<file path="config.mk">
export PLATFORM = sky130hd
export DESIGN_NAME = hue_wheel_seq
export DESIGN_NICKNAME = d
export VERILOG_FILES = /design/src/rtl/hue_pkg.sv /design/src/rtl/hue_ramp.sv /design/src/rtl/hue_mixer.sv /design/src/rtl/hue_out_reg.sv /design/src/rtl/hue_wheel_seq.sv
export SDC_FILE = /design/constraint.sdc
export NUM_CORES = 1
export LEC_CHECK = 0
export BUFFER_PORTS_ARGS = -buffer_cell sky130_fd_sc_hd__buf_2
export CAP_MARGIN = 30
export CORE_ASPECT_RATIO = 0.75
export CORE_UTILIZATION = 58
export CTS_CLUSTER_SIZE = 28
export DETAILED_ROUTE_END_ITERATION = 12
export PLACE_DENSITY = 0.79
export SLEW_MARGIN = 40
export SYNTH_ARGS = -nofsm -noshare
export SYNTH_HDL_FRONTEND = slang
export SYNTH_SLANG_ARGS = --single-unit
</file>
<file path="constraint.sdc">
create_clock -name clk -period 2.9 [get_ports clk]
set_input_delay 0.58 -clock clk [delete_from_list [all_inputs] [get_ports clk]]
set_output_delay 0.58 -clock clk [all_outputs]
set_load 0.05 [all_outputs]
</file>
<file path="src/rtl/hue_pkg.sv">
package hue_pkg;
  localparam int PHASE_COUNT = 6;

  typedef enum logic [2:0] {
    PH_RISE_G = 3'd0,
    PH_FALL_R = 3'd1,
    PH_RISE_B = 3'd2,
    PH_FALL_G = 3'd3,
    PH_RISE_R = 3'd4,
    PH_FALL_B = 3'd5
  } phase_e;
endpackage

</file>
<file path="src/rtl/hue_ramp.sv">
module hue_ramp
  import hue_pkg::*;
#(
  parameter int CH_W = 8,
  localparam int POS_W = 2 * CH_W
) (
  input  logic             clk,
  input  logic             rst_n,
  input  logic             step,
  output logic [POS_W-1:0] pos_q,
  output logic [POS_W-1:0] pos_next,
  output logic             wrap
);
  logic [POS_W-1:0] inc;

  assign inc      = pos_q + POS_W'(1);
  assign wrap     = (inc[POS_W-1:CH_W] == CH_W'(PHASE_COUNT));
  assign pos_next = wrap ? '0 : inc;

  always_ff @(posedge clk or negedge rst_n) begin
    if (!rst_n)    pos_q <= '0;
    else if (step) pos_q <= pos_next;
  end
endmodule

</file>
<file path="src/rtl/hue_mixer.sv">
module hue_mixer
  import hue_pkg::*;
#(
  parameter int CH_W = 8,
  localparam int POS_W = 2 * CH_W
) (
  input  logic [POS_W-1:0] pos,
  output logic [CH_W-1:0]  r_o,
  output logic [CH_W-1:0]  g_o,
  output logic [CH_W-1:0]  b_o
);
  localparam logic [CH_W-1:0] FULL = '1;
  localparam logic [CH_W-1:0] NONE = '0;

  logic [CH_W-1:0] seg;
  logic [CH_W-1:0] off;

  function automatic logic [CH_W-1:0] ramp_up(input logic [CH_W-1:0] v);
    return v;
  endfunction

  function automatic logic [CH_W-1:0] ramp_dn(input logic [CH_W-1:0] v);
    return FULL - v;
  endfunction

  assign seg = pos[POS_W-1:CH_W];
  assign off = pos[CH_W-1:0];

  always_comb begin
    r_o = FULL;
    g_o = NONE;
    b_o = NONE;
    case (seg)
      CH_W'(PH_RISE_G): begin r_o = FULL;         g_o = ramp_up(off); b_o = NONE;         end
      CH_W'(PH_FALL_R): begin r_o = ramp_dn(off); g_o = FULL;         b_o = NONE;         end
      CH_W'(PH_RISE_B): begin r_o = NONE;         g_o = FULL;         b_o = ramp_up(off); end
      CH_W'(PH_FALL_G): begin r_o = NONE;         g_o = ramp_dn(off); b_o = FULL;         end
      CH_W'(PH_RISE_R): begin r_o = ramp_up(off); g_o = NONE;         b_o = FULL;         end
      CH_W'(PH_FALL_B): begin r_o = FULL;         g_o = NONE;         b_o = ramp_dn(off); end
      default:          begin r_o = FULL;         g_o = NONE;         b_o = NONE;         end
    endcase
  end
endmodule

</file>
<file path="src/rtl/hue_out_reg.sv">
module hue_out_reg #(
  parameter int CH_W = 8
) (
  input  logic            clk,
  input  logic            rst_n,
  input  logic            load,
  input  logic [CH_W-1:0] r_d,
  input  logic [CH_W-1:0] g_d,
  input  logic [CH_W-1:0] b_d,
  output logic [CH_W-1:0] r_q,
  output logic [CH_W-1:0] g_q,
  output logic [CH_W-1:0] b_q,
  output logic            strobe
);
  always_ff @(posedge clk or negedge rst_n) begin
    if (!rst_n) begin
      r_q    <= '1;
      g_q    <= '0;
      b_q    <= '0;
      strobe <= 1'b0;
    end else begin
      strobe <= load;
      if (load) begin
        r_q <= r_d;
        g_q <= g_d;
        b_q <= b_d;
      end
    end
  end
endmodule

</file>
<file path="src/rtl/hue_wheel_seq.sv">
module hue_wheel_seq #(
  parameter int CH_W = 8
) (
  input  logic            clk,
  input  logic            rst_n,
  input  logic            run,
  input  logic            tick,
  output logic [CH_W-1:0] red,
  output logic [CH_W-1:0] green,
  output logic [CH_W-1:0] blue,
  output logic            valid
);
  localparam int POS_W = 2 * CH_W;

  logic             accept;
  logic             wrap;
  logic [POS_W-1:0] pos_q;
  logic [POS_W-1:0] pos_next;
  logic [CH_W-1:0]  mix_r;
  logic [CH_W-1:0]  mix_g;
  logic [CH_W-1:0]  mix_b;

  assign accept = run & tick;

  hue_ramp #(.CH_W(CH_W)) u_ramp (
    .clk      (clk),
    .rst_n    (rst_n),
    .step     (accept),
    .pos_q    (pos_q),
    .pos_next (pos_next),
    .wrap     (wrap)
  );

  hue_mixer #(.CH_W(CH_W)) u_mix (
    .pos (pos_next),
    .r_o (mix_r),
    .g_o (mix_g),
    .b_o (mix_b)
  );

  hue_out_reg #(.CH_W(CH_W)) u_out (
    .clk    (clk),
    .rst_n  (rst_n),
    .load   (accept),
    .r_d    (mix_r),
    .g_d    (mix_g),
    .b_d    (mix_b),
    .r_q    (red),
    .g_q    (green),
    .b_q    (blue),
    .strobe (valid)
  );
endmodule

</file>
==> results.txt <==
The count of inserted antenna diode cells is 0. Following the worst setup path forward leads to its endpoint at u_out.g_q[2]. The run finished with clean final reports. In this run the worst setup path begins at u_ramp.pos_q[1]. The launching element type of the critical path is a flip-flop.

The net switching fraction of the power is 43.5%. The initialized floorplan defines 20 standard-cell rows. In this run the critical register-to-register path is launched from u_ramp.pos_q[1]. The post-route non-filler standard cell count came out at 358. The internal portion of total power is 1.05 mW. The root buffer cell is clkbuf_8.

Between clock sinks in the finished design, the worst skew comes to 0.00296 ns. The number of H-tree levels came out at 2. Setup repair after global routing left no endpoint under its margin. The final cell utilization of the core is 68.7%. The worst min-delay path class is input pin to async pin. The remaining antenna violation count after routing came out at 0.

The die area came out at 4710 um2. The iteration count of the initial detailed-routing pass is 4. The maximum VDD drop came out at 0.524 mV. The ratio of final minimum period to clock period is 95.0%. The count of endpoints failing hold in the final timing report was 0. 29 I/O pins were placed. The later pin in the worst-skew pair is clocked with a latency of 0.30 ns. Clock tree synthesis found a total of 41 sinks.

The tool flagged a number of max-cap violations equal to 0. Buffers placed on the I/O ports in this run total 28. The worst register-to-register path has a depth of 9. The transition at the pin with the smallest max-transition slack is 0.615 ns. The core region is 4150 um2.

Wires add up to 6290 um. The number of buffers between clock root and the deepest sink is 2. Summed over all failing endpoints, the final setup total negative slack is 0 ns.

Fill cells in the final layout number 324. The mean cell area of the mapped netlist is 9.49 um2. In this run the horizontal extent of the chip is 78.9 um. The final weighted congestion in routability-driven placement came out at 0.884.

The analysis attributes to cell leakage a power of 1.25 nW. The critical path is of the flip-flop to flip-flop type. The final worst-path setup slack is 0.146 ns. The share of total power dissipated in combinational logic is 36.9%. The highest achievable clock rate came out at 363 MHz. The multi-input combinational cell area is 1410 um2.

In this run the critical register-to-register path is captured at u_out.g_q[2]. The sequential group share of total power is 41.4%. The finished cells cover 2860 um2.

The worst setup path is captured at a flip-flop. In the final layout, flip-flops and latches occupy 1040 um2. The starting utilization of the core area is 61.9%. The shortest period the worst path allows is 2.75 ns. At the worst endpoint, the arrival time is 2.97 ns. The violation count after the first detailed-routing iteration is 261.

The clock-pin slew of the registers on the worst-case setup and hold paths came out at 0.08 ns. Once placement completed, the tool counted placed cells totaling 350. Summed over all nets, the switching power comes to 812 uW. The portion of the post-synthesis area used by sequential elements is 40.3%. Measured against its own limit, the worst slew margin works out to 58.7%.

For the worst setup path, the data required time is 3.12 ns. The via count of the first global-routing pass is 1993. The TritonCTS clock tree is done. Of the cells placed in the final design, the portion with a size suffix greater than 1 is 26.4%. The total setup violations reported at the end of the flow is 0. The number of max-slew violations in the final report was 0. The biggest fanout along the worst timing path is 11. The worst register-to-register path has a setup slack of 0.15 ns. The total placed instance area is 2760 um2. The synthesized design contains 0 enable-type register cells. The number of cells produced by synthesis came out at 271. The detail-routed net length per standard cell came out at 17.6 um.

The number of clock buffers inserted by TritonCTS is 5. The proportion of synthesized flip-flops having asynchronous set or reset is 100%. The overflow left after global routing came out at 0.

The number of antenna violations at the first check in global routing came out at 0. The DRC violation count after routing came out at 0. The half-perimeter wire length after placement is 4420 um. The height of the die is 59.7 um. Dividing total power by cell area gives a power density of 654 nW/um2. The detail-routed via count per cell came out at 6.25. The total routing resource utilization after global routing is 30.0%. Across all layers, the routed design uses 2239 vias. The number of nets in the synthesized netlist is 276. For this run, the leading register cell type out of synthesis is dfrtp_1. The relative contribution of the clock network to total power is 21.6%. The count of synthesis-stage warnings from yosys came out at 0. The number of hold buffers added after cts is 0. The maximum number of pins on one net before global-route repair is 42. At the placement stage, the worst setup path has a slack of 0.144 ns. The net total in the final layout came out at 307. The first global-routing pass estimated 10400 um of wire.

The synthesized netlist contains 61 unique library cells. The number of synthesized register bits is 41. The synthesis-to-layout area growth is 11.0%. The mapped netlist covers 2570 um2.
## layout make-up
cell class              instances  area share [%]
multi-input cells             211            49.3
flip-flops and latches         41            36.3
repair buffers                 41            8.41
clock buffers                   7            3.02
well taps                      55            2.41
clock inverters                 1           0.263
inverters                       2           0.263
## power by group through the flow
stage	registers, mW	clock network, mW	logic, mW
2_1_floorplan	0.986	0	0.304
3_3_place_gp	0.778	0	0.669
3_5_place_dp	0.785	0	0.682
4_1_cts	0.774	0.409	0.682
5_1_grt	0.790	0.430	0.734
6_report	0.773	0.404	0.689
## critical path: stages (launching register included)
cell	delay, ns
dfrtp_1	0.47
ha_1	0.32
and3_2	0.32
a311oi_1	0.27
a31oi_1	0.08
or4_4	0.53
buf_4	0.20
a21oi_4	0.26
a21oi_1	0.10
o211ai_1	0.12
## through the flow
step                      total power [mW]  hold slack (ns)
after global placement                1.45            0.453
after global routing                  1.95            0.280
after detailed placement              1.47            0.461
final                                 1.87            0.245
after floorplan                       1.29            0.284
after CTS                             1.86            0.261
## cell families (layout without fill, tap and decap cells)
family / count (synthesis) / after routing / share of synthesized area (%)
AO/OA/AOI/OAI: 80 / 80 / 22.7
AND/OR/NAND/NOR: 106 / 106 / 23.0
multiplexers: 3 / 3 / 1.22
adder cells (fa/ha/maj): 1 / 1 / 0.486
buffers and inverters: 19 / 51 / 5.20
flip-flops: 41 / 41 / 40.3
XOR/XNOR: 21 / 21 / 7.15
## layer usage
layer / share of wire (%) / track usage (%) / up-vias
met1: 47 / 44.0 / 1080
li1: - / - / 1057
met5: 0 / 0 / -
met2: 43 / 44.3 / 95
met3: 8.8 / 4.89 / 7
met4: 0.94 / 12.7 / 0
## cell usage in the layout, fill, tap and decap left out, types with 9 or more instances in the layout
cell	synthesis	final
nand2_1	39	39
dfrtp_1	33	33
buf_2	3	27
a21oi_1	21	21
xnor2_1	18	18
nor2_1	15	15
o21ai_0	15	15
buf_4	0	14
nand3_1	13	12
o211ai_1	9	9
## state kept, by name, indices dropped and copies added (netlist names)
register and count:
u_out.b_q 8, u_out.r_q 8, u_ramp.pos_q 16, u_out.g_q 8, u_out.strobe 1
## synthesized netlist by cell type (all sizes together), types with 3 or more instances
cell type | count | area, um2
o211ai | 9 | 67.6
a21oi | 23 | 130
nand3 | 14 | 82.6
xnor2 | 18 | 158
nand2 | 42 | 165
nor2 | 17 | 73.8
and2 | 4 | 27.5
nand4 | 5 | 61.3
and4 | 3 | 26.3
a21o | 6 | 45.0
dfstp | 8 | 210
clkbuf | 8 | 51.3
a31oi | 3 | 25.0
o21ai | 15 | 75.1
and3 | 6 | 37.5
xor2 | 3 | 26.3
buf | 9 | 75.1
dfrtp | 33 | 826
a221oi | 7 | 61.3
nor3 | 5 | 41.3
## worst min path at each step
stage            startpoint      endpoint  slack [ns]  cells past startpoint
2_1_floorplan         rst_n  u_out.b_q[0]        0.28                      0
3_3_place_gp   u_out.b_q[1]  u_out.b_q[1]        0.45                      1
3_5_place_dp   u_out.b_q[4]  u_out.b_q[4]        0.46                      1
4_1_cts               rst_n  u_out.g_q[3]        0.26                      1
5_1_grt               rst_n  u_out.g_q[2]        0.28                      1
6_report              rst_n  u_out.g_q[3]        0.25                      1
## what timing repair did
item | 4_1_cts | 5_1_grt
setup endpoints to repair | 0 | 15
gates resized for setup | 0 | 2
setup buffers | 0 | 0
No activity file was read; power rests on OpenSTA's default activity.
